File: config.mk
export PLATFORM = sky130hd
export DESIGN_NAME = pin_input_filter
export DESIGN_NICKNAME = d
export VERILOG_FILES = /design/src/rtl/pinflt_pkg.sv /design/src/rtl/pinflt_sync.sv /design/src/rtl/pinflt_prescale.sv /design/src/rtl/pinflt_cell.sv /design/src/rtl/pin_input_filter.sv
export SDC_FILE = /design/constraint.sdc
export NUM_CORES = 1
export LEC_CHECK = 0
export BUFFER_PORTS_ARGS = -buffer_cell sky130_fd_sc_hd__buf_2
export CAP_MARGIN = 15
export CORE_UTILIZATION = 55
export DETAILED_ROUTE_END_ITERATION = 7
export PLACE_DENSITY = 0.7
export SKIP_LAST_GASP = 1
export SLEW_MARGIN = 20
export SYNTH_ARGS = -nofsm -noshare
export SYNTH_HDL_FRONTEND = slang
export SYNTH_HIERARCHICAL = 1
export SYNTH_SLANG_ARGS = --single-unit
File: constraint.sdc
create_clock -name clk -period 16.4 [get_ports clk]
set_input_delay 3.28 -clock clk [delete_from_list [all_inputs] [get_ports clk]]
set_output_delay 3.28 -clock clk [all_outputs]
set_load 0.005 [all_outputs]
File: src/rtl/pinflt_pkg.sv
package pinflt_pkg;

    // Width of the debounce divisor field
    localparam int unsigned DIV_W  = 14;
    // Width of the configuration address
    localparam int unsigned CFG_AW = 3;

    typedef enum logic [1:0] {
        CELL_SETTLED = 2'd0,
        CELL_ARMED   = 2'd1,
        CELL_TIMING  = 2'd2
    } cell_state_e;

    typedef enum logic [CFG_AW-1:0] {
        CFG_EN_SET  = 3'd0,
        CFG_EN_CLR  = 3'd1,
        CFG_DEB_SET = 3'd2,
        CFG_DEB_CLR = 3'd3,
        CFG_DIV     = 3'd4
    } cfg_addr_e;

    localparam logic [CFG_AW-1:0] CFG_LAST = 3'd4;

endpackage

File: src/rtl/pinflt_sync.sv
module pinflt_sync #(
    parameter int unsigned WIDTH = 32
) (
    input  logic             clk,
    input  logic             rst_n,
    input  logic [WIDTH-1:0] async_in,
    output logic [WIDTH-1:0] sync_out
);

    logic [WIDTH-1:0] stage1_q;
    logic [WIDTH-1:0] stage2_q;

    always_ff @(posedge clk or negedge rst_n) begin
        if (!rst_n) begin
            stage1_q <= '0;
            stage2_q <= '0;
        end else begin
            stage1_q <= async_in;
            stage2_q <= stage1_q;
        end
    end

    assign sync_out = stage2_q;

endmodule

File: src/rtl/pinflt_prescale.sv
module pinflt_prescale #(
    parameter int unsigned DIV_W = 14
) (
    input  logic             clk,
    input  logic             rst_n,
    input  logic [DIV_W-1:0] div,
    input  logic             restart,
    input  logic             slow_tick,
    output logic             deb_tick
);

    localparam int unsigned CNT_W = DIV_W + 1;

    logic [CNT_W-1:0] cnt_q;
    logic [CNT_W-1:0] limit;
    logic             at_limit;

    // One debounce period spans 2*(div+1) slow ticks: the count runs 0..2*div+1
    assign limit    = {div, 1'b1};
    assign at_limit = (cnt_q == limit);
    assign deb_tick = slow_tick && at_limit && !restart;

    always_ff @(posedge clk or negedge rst_n) begin
        if (!rst_n) begin
            cnt_q <= '0;
        end else if (restart) begin
            cnt_q <= '0;
        end else if (slow_tick) begin
            if (at_limit) cnt_q <= '0;
            else          cnt_q <= cnt_q + 1'b1;
        end
    end

    // the count never exceeds the period limit
    p_cnt_bound_r5: assert property (@(posedge clk) disable iff (!rst_n)
        cnt_q <= limit);

    // a period is never shorter than two slow ticks, so ticks never touch
    p_tick_spacing_r5: assert property (@(posedge clk) disable iff (!rst_n)
        deb_tick |=> !deb_tick);

endmodule

File: src/rtl/pinflt_cell.sv
module pinflt_cell
    import pinflt_pkg::*;
(
    input  logic clk,
    input  logic rst_n,
    input  logic sync_in,
    input  logic en,
    input  logic deb_mode,
    input  logic deb_tick,
    output logic filt_out
);

    cell_state_e state_q, state_d;
    logic        prev_q;
    logic        filt_q, filt_d;
    logic        differs;

    assign differs = (sync_in != filt_q);

    // State register
    always_ff @(posedge clk or negedge rst_n) begin
        if (!rst_n) state_q <= CELL_SETTLED;
        else        state_q <= state_d;
    end

    // Next-state logic for the debounce machine
    always_comb begin
        state_d = state_q;
        if (!en || !deb_mode) begin
            state_d = CELL_SETTLED;
        end else begin
            unique case (state_q)
                CELL_SETTLED: if (differs) state_d = CELL_ARMED;
                CELL_ARMED: begin
                    if (!differs)      state_d = CELL_SETTLED;
                    else if (deb_tick) state_d = CELL_TIMING;
                end
                CELL_TIMING: begin
                    if (!differs || deb_tick) state_d = CELL_SETTLED;
                end
                default: state_d = CELL_SETTLED;
            endcase
        end
    end

    // Output logic: pass-through tracking, glitch vote, or debounce accept
    always_comb begin
        filt_d = filt_q;
        if (!en) begin
            filt_d = sync_in;
        end else if (!deb_mode) begin
            if (sync_in == prev_q) filt_d = sync_in;
        end else if (state_q == CELL_TIMING && differs && deb_tick) begin
            filt_d = sync_in;
        end
    end

    always_ff @(posedge clk or negedge rst_n) begin
        if (!rst_n) begin
            filt_q <= 1'b0;
            prev_q <= 1'b0;
        end else begin
            filt_q <= filt_d;
            prev_q <= sync_in;
        end
    end

    assign filt_out = filt_q;

    // glitch mode holds the output while the last two samples disagree
    p_glitch_hold_r4: assert property (@(posedge clk) disable iff (!rst_n)
        (en && !deb_mode && sync_in != prev_q) |=> filt_q == $past(filt_q));

    // debounce output moves only on a tick
    p_deb_tick_only_r6: assert property (@(posedge clk) disable iff (!rst_n)
        (en && deb_mode && !deb_tick) |=> filt_q == $past(filt_q));

    // debounce output moves only out of the timing state
    p_deb_timing_only_r6: assert property (@(posedge clk) disable iff (!rst_n)
        (en && deb_mode && state_q != CELL_TIMING) |=> filt_q == $past(filt_q));

    // a disabled filter tracks the synchronizer
    p_track_disabled_r8: assert property (@(posedge clk) disable iff (!rst_n)
        !en |=> filt_q == $past(sync_in));

endmodule

File: src/rtl/pin_input_filter.sv
module pin_input_filter
    import pinflt_pkg::*;
#(
    parameter int unsigned NPINS = 32
) (
    input  logic              clk,
    input  logic              rst_n,
    input  logic              slow_tick,
    input  logic              cfg_we,
    input  logic [CFG_AW-1:0] cfg_addr,
    input  logic [NPINS-1:0]  cfg_wdata,
    input  logic [NPINS-1:0]  pin_in,
    output logic [NPINS-1:0]  pin_out
);

    localparam int unsigned DW = (DIV_W < NPINS) ? DIV_W : NPINS;

    logic [NPINS-1:0] filt_en_q;
    logic [NPINS-1:0] deb_sel_q;
    logic [DIV_W-1:0] div_q;
    logic [NPINS-1:0] sync_lvl;
    logic [NPINS-1:0] cell_lvl;
    logic             div_wr;
    logic             deb_tick;

    assign div_wr = cfg_we && (cfg_addr == CFG_DIV);

    always_ff @(posedge clk or negedge rst_n) begin
        if (!rst_n) begin
            filt_en_q <= '0;
            deb_sel_q <= '0;
            div_q     <= '0;
        end else if (cfg_we) begin
            case (cfg_addr)
                CFG_EN_SET:  filt_en_q <= filt_en_q | cfg_wdata;
                CFG_EN_CLR:  filt_en_q <= filt_en_q & ~cfg_wdata;
                CFG_DEB_SET: deb_sel_q <= deb_sel_q | cfg_wdata;
                CFG_DEB_CLR: deb_sel_q <= deb_sel_q & ~cfg_wdata;
                CFG_DIV:     div_q     <= DIV_W'(cfg_wdata[DW-1:0]);
                default:     ;
            endcase
        end
    end

    pinflt_sync #(.WIDTH(NPINS)) u_sync (
        .clk      (clk),
        .rst_n    (rst_n),
        .async_in (pin_in),
        .sync_out (sync_lvl)
    );

    pinflt_prescale #(.DIV_W(DIV_W)) u_prescale (
        .clk       (clk),
        .rst_n     (rst_n),
        .div       (div_q),
        .restart   (div_wr),
        .slow_tick (slow_tick),
        .deb_tick  (deb_tick)
    );

    for (genvar i = 0; i < NPINS; i++) begin : g_pin
        pinflt_cell u_cell (
            .clk      (clk),
            .rst_n    (rst_n),
            .sync_in  (sync_lvl[i]),
            .en       (filt_en_q[i]),
            .deb_mode (deb_sel_q[i]),
            .deb_tick (deb_tick),
            .filt_out (cell_lvl[i])
        );
        assign pin_out[i] = filt_en_q[i] ? cell_lvl[i] : sync_lvl[i];
    end

    // unused addresses leave every configuration field alone
    p_unused_addr_r9: assert property (@(posedge clk) disable iff (!rst_n)
        (cfg_we && cfg_addr > CFG_LAST) |=>
            (filt_en_q == $past(filt_en_q) && deb_sel_q == $past(deb_sel_q)
             && div_q == $past(div_q)));

endmodule

# --- After elaboration in Yosys (flattened, before gate mapping) ---
# Index checks and enable logic that the tools add are counted.
# W data, S select, Z words.
word_totals:
  register_bits: 285
  latch_bits: 0
  ram_bits: 0
  rom_bits: 0
  input_bits: 71
  output_inout_bits: 32
  memories: 0
op_classes:
  addsub: 1
  mul: 0
  div: 0
  magnitude_cmp: 0
  n_eq_ne: 293
  shifts: 0
  muxes: 326
  n_bitwise: 5
  reduce_logical: 331
ops:
  columns: ["operator", "n"]
  rows:
  - ["$ne A3 B1 Y1 const B", 96]
  - ["$mux W2", 129]
  - ["$pmux W2 S3", 32]
  - ["$mux W1", 160]
  - ["$pmux W32 S2", 2]
  - ["$ne A4 B4 Y1 const B", 31]
  - ["$logic_not A1 Y1", 97]
  - ["$ne A3 B2 Y1 const B", 32]
  - ["$reduce_and A3 Y1", 32]
  - ["$reduce_and A2 Y1", 35]
  - ["$logic_and A1 B1 Y1", 67]
  - ["$and A32 B32 Y32", 2]
  - ["$eq A2 B1 Y1 const B", 32]
  - ["$eq A2 B2 Y1 const B", 32]
  - ["$logic_not A2 Y1", 32]
  - ["$logic_or A1 B1 Y1", 64]
  - ["$or A32 B32 Y32", 2]
  - ["$mux W15", 3]
  - ["$eq A1 B1 Y1", 32]
  - ["$ne A1 B1 Y1", 32]
  - ["$not A32 Y32", 1]
  - ["$add A15 B1 Y15 const B", 1]
  - ["$eq A15 B15 Y1", 1]
  - ["$eq A3 B2 Y1 const B", 2]
  - ["5 further kinds", 7]

# --- Longest topological paths before layout ---
# Gate-level depths: netlist of the first run.
logic_depth:
  word_depth: 8
  ltp_mapped: 9
  depth_no_buf: 7

# --- Modules after synthesis ---
# Netlist of the first run, hierarchy kept.
modules_own_cells:
  columns: ["module", "instances", "cells_per_inst", "area_each_um2", "seq_area_each_um2"]
  rows:
  - ["pinflt_cell", 32, 20, 209.0, 100.1]
  - ["pin_input_filter", 1, 347, 4630.7, 1951.9]
  - ["pinflt_sync", 1, 64, 1601.5, 1601.5]
  - ["pinflt_prescale", 1, 131, 1214.9, 375.4]

# --- Least setup slack after synthesis of the first run ---
# OpenSTA, ideal clock, no wires.
synth_timing:
  path_type: "input-to-reg"
  start: "in cfg_addr[0]"
  end: "reg g_pin[0].u_cell.filt_q"
  setup_ns: 0.071
  t_arrival_ns: 11.275
  required_ns: 16.329
  slack_ns: 5.054
  cell_stages: 8
  n_path_buf: 3
  cell_sequence: "and4bb_1 -> buf_6 -> buf_8 -> clkbuf_1 -> nor3b_1 -> nand2_1 -> or4_1 -> nand4_1"
synth_via:
  elab_chain_cells: 7
synth_lines:
  columns: ["element", "line_no", "text"]
  rows:
  - ["from (decl)", "pin_input_filter.sv:10", "input logic [CFG_AW-1:0] cfg_addr,"]
  - ["$eq A3 B3 Y1", "pin_input_filter.sv:26", "assign div_wr = cfg_we && (cfg_addr == CFG_DIV);"]
  - ["$logic_and A1 B1 Y1", "pin_input_filter.sv:26", null]
  - ["via div_wr", "pin_input_filter.sv:23", "logic div_wr;"]
  - ["$logic_not A1 Y1", "pinflt_prescale.sv:21", "assign deb_tick = slow_tick && at_limit && !restart;"]
  - ["$logic_and A1 B1 Y1", "pinflt_prescale.sv:21", null]
  - ["via deb_tick", "pin_input_filter.sv:24", "logic deb_tick;"]
  - ["$logic_and A1 B1 Y1", "pinflt_cell.sv:53", "end else if (state_q == CELL_TIMING && differs && deb_tick) begin"]
  - ["$ne A3 B2 Y1 (no source line)", null, null]
  - ["$reduce_and A2 Y1 (no source line)", null, null]
  - ["to (signal assigned)", "pinflt_cell.sv:63", "filt_q <= filt_d;"]
  - ["to (decl)", "pinflt_cell.sv:15", "logic filt_q, filt_d;"]
# The timed path passes the listed nets, and every way through them passes these cells.
# A chain may end at the register's enable or synchronous reset.

# --- Worst setup path after layout of the first run ---
layout_timing:
  start: "in cfg_addr[0]"
  end: "reg g_pin[5].u_cell.filt_q"
layout_via:
  elab_chain_cells: 7
layout_lines:
  columns: ["element", "line_no"]
  rows:
  - ["$eq A3 B3 Y1", "pin_input_filter.sv:26"]
  - ["$logic_and A1 B1 Y1", "pin_input_filter.sv:26"]
  - ["$logic_not A1 Y1", "pinflt_prescale.sv:21"]
  - ["$logic_and A1 B1 Y1", "pinflt_prescale.sv:21"]
  - ["via deb_tick", "pin_input_filter.sv:24"]
  - ["$logic_and A1 B1 Y1", "pinflt_cell.sv:53"]
  - ["$ne A3 B2 Y1 (no source line)", null]
  - ["$reduce_and A2 Y1 (no source line)", null]
  - ["to (signal assigned)", "pinflt_cell.sv:63"]
  - ["to (decl)", "pinflt_cell.sv:15"]
# The timed path passes the listed nets, and every way through them passes these cells.

==> results_dict.tcl, run 1 <==
set metrics [dict create \
    run_status "completed" \
    fin_total_pwr_mw 2.18 \
    data_arrival_time_of_the_critical_path_ns 6.08 \
    max_clock_freq_mhz 177 \
    grtUsageTotal_pct 22.0 \
    hold_path_end "u_sync/sync_out[0]" \
    cts.repair_timing.setup_buffer_count 0 \
    finish.utilization_pct 63.9 \
    die_height_um 162 \
    length_in_cells_of_the_worst_reg_to_reg_path 8 \
    start_util_pct 56.1 \
    synth_area_um2 14100 \
    wl_per_cell_um 16.8 \
    cts_resized 0 \
    swShare_pct 29.1 \
    period_share_pct 34.5 \
    dpl-instance-area_um2 14900 \
    cts_root_buf "sky130_fd_sc_hd__clkbuf_16" \
    synth_seq_area_share_pct 50.5 \
    synth-async-reset-ratio_pct 100 \
    clkPwrFrac_pct 36.7 \
    synthDistinctLibCells 53 \
    placement_rows 58 \
    number_of_enable_flip_flop_cells_after_synthesis 0 \
    ys_seq_elements 285 \
    place.detailed.hpwl_um 17000 \
    detail_route.vias_per_cell 5.79 \
    max_cap_violation_count 0 \
    grt_start_max_net_pins 165 \
    number_of_nets_produced_by_synthesis 1254 \
    grt_setup_unrepaired "no" \
    power_leakage_nw 7.11 \
    relSlewSlack_pct 37.3 \
    place_worst_setup_slack_ns 10.26 \
    critical_path.max_fanout 65 \
    cts_sinks 285 \
    setup_ws_ns 10.75 \
    p_comb_share_pct 17.7 \
    cts_hold_buf 0 \
    layout.cells.most_common "sky130_fd_sc_hd__dfrtp_1" \
    synth-main-ff-cell "sky130_fd_sc_hd__dfrtp_1" \
    drtAntennaViolNets 0 \
    number_of_global_route_vias_before_repair 9708 \
    timing_max_transition_violations_final 0 \
    grt_overflow_total 0 \
    met1Wirelength_um 13200 \
    grt_pass1_wl_um 47600 \
    hold_path.startpoint "u_sync/stage1_q[0]" \
    internal_cell_power_mw 1.54 \
    cellPowerDensity_nw_per_um2 135 \
    yosys_warnings 6 \
    number_of_cts_inserted_buffers 34 \
    met3RoutedLength_um 994 \
    setup.worst_path.end_class "register" \
    seq_power_share_pct 45.6 \
    worst_skew_pair.late_latency_ns 0.51 \
    fp.coreArea_um2 25200 \
    net-switching-power_mw 0.635 \
    nets 1362 \
    layout.cells.most_common_list "sky130_fd_sc_hd__dfrtp_1, sky130_fd_sc_hd__buf_2, sky130_fd_sc_hd__xor2_1" \
    drt-total-wl_um 27600 \
    ir_drop_worst_vdd_v 0.000106 \
    finalSetupViolCount 0 \
    clock_slew_seen_by_the_registers_of_the_worst_setup_and_hold_paths_ns 0.05 \
    layout.area.seq_um2 7130 \
    antenna_found_initial 1 \
    critical_path.reg2reg.startpoint "u_prescale/cnt_q[12]" \
    finalWeightedCongestion 0.813 \
    met2_wirelength_um 12800 \
    finalHoldViolations 0 \
    route.vias.total 9523 \
    period_minus_slack_ns 5.65 \
    multi_input_comb_area_um2 6370 \
    worstHoldPathType "register to register" \
    worst-setup-path-type "input pin to register" \
    synth_cells 1182 \
    route.detailed.drc 0 \
    fillers 1969 \
    worst_ep_required_time_ns 16.83 \
    min_delay_path_depth 0 \
    r2r-end "g_pin[5].u_cell/filt_out" \
    tritoncts_clock_tree "done" \
    die-area_um2 26300 \
    post-route-cell-area_um2 16100 \
    drive_above_1_share_pct 21.5 \
    fp.dieW_um 162 \
    drtIter0Drc 677 \
    worst_setup_skew_after_layout_ns 0.0183 \
    buffers_added_on_ports 102 \
    reg2reg_setup_slack_ns 13.44 \
    flow.area_growth_from_synthesis_pct 13.9 \
    postSynthAreaPerCell_um2 12.0 \
    htree_levels 2 \
    drt_first_pass_iters 5 \
    setup_total_negative_slack_ns 0 \
    maximum_number_of_buffers_from_clock_root_to_sink 3 \
    ioPinCount 103 \
    top_signal_layer_used "met4" \
    timing_worst_slew_pin_value_ns 0.940 \
    critical_path.startpoint_type "input pin" \
]
-- kinds of logic after synthesis --
| family | after synthesis | share of synthesized area [%] |
|---|---|---|
| AO/OA/AOI/OAI | 183 | 10.4 |
| multiplexers | 112 | 8.58 |
| AND/OR/NAND/NOR | 384 | 21.0 |
| flip-flops | 285 | 50.5 |
| XOR/XNOR | 79 | 4.95 |
| adder cells (fa/ha/maj) | 1 | 0.0885 |
| buffers and inverters | 138 | 4.52 |
-- worst max-delay path by stage --
stage,startpoint,slack (ns),depth (start not counted),endpoint
after floorplan,cfg_addr[0],5.05,8,g_pin[0].u_cell/filt_out
after global placement,cfg_addr[0],10.36,9,g_pin[6].u_cell/filt_out
after detailed placement,cfg_addr[0],10.26,9,g_pin[14].u_cell/filt_out
after CTS,cfg_addr[0],10.74,9,g_pin[5].u_cell/filt_out
after global routing,cfg_addr[0],10.58,9,g_pin[5].u_cell/filt_out
final,cfg_addr[0],10.75,9,g_pin[5].u_cell/filt_out
-- area by class of cell --
type                            count  area share [%]
Inverter                           99            2.31
Clock buffer                       48            6.32
Clock inverter                     12            1.19
Tap cell                          330            2.56
Sequential cell                   285            44.3
Antenna cell                        1          0.0155
Timing Repair Buffer              111            3.76
Multi-Input combinational cell    759            39.5
-- Yosys cell counts (6+ instances only) --
master                      instances  area [µm²]
sky130_fd_sc_hd__a211oi_1          32         240
sky130_fd_sc_hd__a21o_2            32         280
sky130_fd_sc_hd__a21oi_1            6        30.0
sky130_fd_sc_hd__buf_2             10        50.1
sky130_fd_sc_hd__buf_4              6        45.0
sky130_fd_sc_hd__buf_6             10         113
sky130_fd_sc_hd__clkbuf_1          12        45.0
sky130_fd_sc_hd__dfrtp_1          285        7130
sky130_fd_sc_hd__inv_1             67         251
sky130_fd_sc_hd__inv_2             32         120
sky130_fd_sc_hd__mux2_1            37         417
sky130_fd_sc_hd__mux2_4             9         135
sky130_fd_sc_hd__mux2i_1           66         661
sky130_fd_sc_hd__nand2_1           43         161
sky130_fd_sc_hd__nand2b_1          65         407
sky130_fd_sc_hd__nand3_1           46         230
sky130_fd_sc_hd__nand3b_1          32         240
sky130_fd_sc_hd__nand4_1           37         231
sky130_fd_sc_hd__nand4b_1          32         280
sky130_fd_sc_hd__nor2_1             7        26.3
sky130_fd_sc_hd__nor2b_1           33         206
sky130_fd_sc_hd__nor4bb_4          28         701
sky130_fd_sc_hd__o2111ai_1         64         561
sky130_fd_sc_hd__o21ai_0           35         175
sky130_fd_sc_hd__or4_1             32         240
sky130_fd_sc_hd__xor2_1            74         648
-- critical path, stage by stage --
cell and delay [ns]:
sky130_fd_sc_hd__buf_2 0.07, sky130_fd_sc_hd__buf_4 0.60, sky130_fd_sc_hd__and4bb_1 0.33, sky130_fd_sc_hd__buf_4 0.25, sky130_fd_sc_hd__nor3b_2 0.25, sky130_fd_sc_hd__buf_4 0.50, sky130_fd_sc_hd__nand2_1 0.17, sky130_fd_sc_hd__or4_1 0.44
sky130_fd_sc_hd__nand4_1 0.11
-- layer usage --
layer	track usage, %	up-vias
met5	0	-
met4	6.69	0
met3	3.55	48
met2	35.4	159
met1	30.5	4747
li1	-	4569
-- stage by stage --
stage	instances	hold WS (ns)
global placement	1584	0.331
global route	1645	0.350
floorplan	1182	0.331
detailed placement	1584	0.336
finish	1645	0.344
CTS	1644	0.348
-- power by group through the flow --
stage                     logic (mW)  clock network [mW]  registers, mW
after global routing           0.434               0.850           1.02
after floorplan                0.303                   0          0.951
after global placement         0.374                   0          0.997
final                          0.385               0.800          0.994
after CTS                      0.390               0.820          0.993
after detailed placement       0.386                   0           1.00
(Power assumes the default switching activity.)
==> inputs of run 2 (changes only) <==
--- a/config.mk
+++ b/config.mk
@@ -9,7 +9,7 @@
 export CAP_MARGIN = 15
 export CORE_UTILIZATION = 55
 export DETAILED_ROUTE_END_ITERATION = 7
-export PLACE_DENSITY = 0.7
+export PLACE_DENSITY = 0.73
 export SKIP_LAST_GASP = 1
 export SLEW_MARGIN = 20
 export SYNTH_ARGS = -nofsm -noshare
==> constraint.sdc (replaced) <==
create_clock -name clk -period 5.08 [get_ports clk]
set_input_delay 1.016 -clock clk [delete_from_list [all_inputs] [get_ports clk]]
set_output_delay 1.016 -clock clk [all_outputs]
set_load 0.005 [all_outputs]
==> results_dict.tcl, run 2 (synthesis gave the netlist of run 1 again) <==
set metrics [dict create \
    met2_wirelength_um 13200 \
    fp.coreArea_um2 25200 \
    worstHoldPathType "register to register" \
    worst_skew_pair.late_latency_ns 0.55 \
    setup_ws_ns 2.23 \
    critical_path.startpoint_type "register" \
    met1Wirelength_um 13300 \
    finalWeightedCongestion 0.831 \
    data_arrival_time_of_the_critical_path_ns 3.32 \
    layout.cells.most_common "sky130_fd_sc_hd__dfrtp_1" \
    tritoncts_clock_tree "done" \
    finish.cell_count_without_fillers 1641 \
    critical_path.max_fanout 92 \
    period_minus_slack_ns 2.85 \
    number_of_global_route_vias_before_repair 9629 \
    top_signal_layer_used "met5" \
    critPathMostFrequentCell "sky130_fd_sc_hd__nand4_1" \
    cellPowerDensity_nw_per_um2 423 \
    grt_pass1_wl_um 47100 \
    htree_levels 1 \
    finish.utilization_pct 63.5 \
    power_leakage_nw 7.05 \
    worst_ep_required_time_ns 5.56 \
    drt_first_pass_iters 4 \
    route.vias.total 9539 \
    buffers_added_on_ports 102 \
    antenna_found_initial 2 \
    dp.cells 1586 \
    route.detailed.drc 0 \
    max_cap_violation_count 0 \
    drtIter0Drc 669 \
    drive_above_1_share_pct 21.4 \
    die-area_um2 26300 \
    cts_root_buf "sky130_fd_sc_hd__clkbuf_16" \
    crit_path_cell_trace "xor2_1 -> nor4_2 -> nand4_1 -> nor3b_4 -> buf_12 -> nand2_1 -> or4_1 -> nand4_1" \
    nets 1360 \
    grt_start_max_net_pins 115 \
    die_height_um 162 \
    drt-total-wl_um 28200 \
    cts_sinks 285 \
    relSlewSlack_pct 36.3 \
    largest_stage_delay_on_the_critical_path_ns 0.47 \
    place_worst_setup_slack_ns 1.76 \
    ir_drop_worst_vdd_v 0.000313 \
    met3RoutedLength_um 1090 \
    detail_route.vias_per_cell 5.81 \
    drtAntennaViolNets 0 \
    finalSetupViolCount 0 \
    hold_ws_ns 0.344 \
    maximum_number_of_buffers_from_clock_root_to_sink 3 \
    max_clock_freq_mhz 351 \
    layout.cells.most_common_list "sky130_fd_sc_hd__dfrtp_1, sky130_fd_sc_hd__buf_2, sky130_fd_sc_hd__xor2_1" \
    cts_resized 0 \
    crit_slowest_cell "sky130_fd_sc_hd__dfrtp_1" \
    run_status "completed" \
    grt_overflow_total 0 \
    post-route-cell-area_um2 16000 \
    start_util_pct 56.1 \
    worst_setup_skew_after_layout_ns 0.00901 \
    fin_total_pwr_mw 6.77 \
    ioPinCount 103 \
    cts.repair_timing.setup_buffer_count 0 \
    timing_worst_slew_pin_value_ns 0.955 \
    worst-setup-path-type "register to register" \
    setup.worst_path.end_class "register" \
    setup_total_negative_slack_ns 0 \
    fp.dieW_um 162 \
    clock_slew_seen_by_the_registers_of_the_worst_setup_and_hold_paths_ns 0.06 \
    timing_max_transition_violations_final 0 \
    grt_setup_unrepaired "no" \
    wl_per_cell_um 17.2 \
    dpl-instance-area_um2 14900 \
    period_share_pct 56.0 \
    cts_hold_buf 0 \
    grtUsageTotal_pct 21.7 \
    placement_rows 58 \
    flow.area_growth_from_synthesis_pct 13.2 \
    finalHoldViolations 0 \
    fillers 1929 \
    number_of_cts_inserted_buffers 30 \
    place.detailed.hpwl_um 17500 \
]
## run 2: worst max-delay path, delay by kind of cell (launching register included)
family	cells	cell delay, ns
buf+inv	1	0.36
flops	1	0.47
simple gates	6	1.68
xor+xnor	1	0.20
## run 2: layout make-up
class	count	area (µm²)	area share, %
clock buffer	48	960	6.00
tap	330	413	2.58
inverter	99	372	2.32
timing repair buffer	113	637	3.98
sequential	285	7130	44.6
antenna	1	2.50	0.0156
clock inverter	6	108	0.673
multi-input combinational	759	6370	39.8
## run 2: worst paths after layout
| kind | endpoint | slack [ns] | cells after the start | start |
|---|---|---|---|---|
| max reg2reg | g_pin[7].u_cell/filt_out | 2.23 | 8 | u_prescale/cnt_q[12] |
| min reg2reg | u_sync/sync_out[0] | 0.34 | 0 | u_sync/stage1_q[0] |
| min in group asynchronous | u_sync/sync_out[8] | 0.54 | 1 | rst_n |
| max | g_pin[7].u_cell/filt_out | 2.23 | 8 | u_prescale/cnt_q[12] |
| min | u_sync/sync_out[0] | 0.34 | 0 | u_sync/stage1_q[0] |
| max in group asynchronous | u_sync/sync_out[18] | 3.58 | 2 | rst_n |
## run 2: where the power goes
part / internal [mW] / leakage (nW) / switching, mW
registers: 2.68 / 3.40 / 0.540
logic: 0.662 / 3.13 / 0.584
clock network: 1.43 / 0.525 / 0.875
## run 2: per-layer routing
layer	track usage (%)	vias to the layer above
li1	-	4562
met1	29.7	4774
met2	36.1	155
met3	3.29	46
met4	5.53	2
met5	0	-
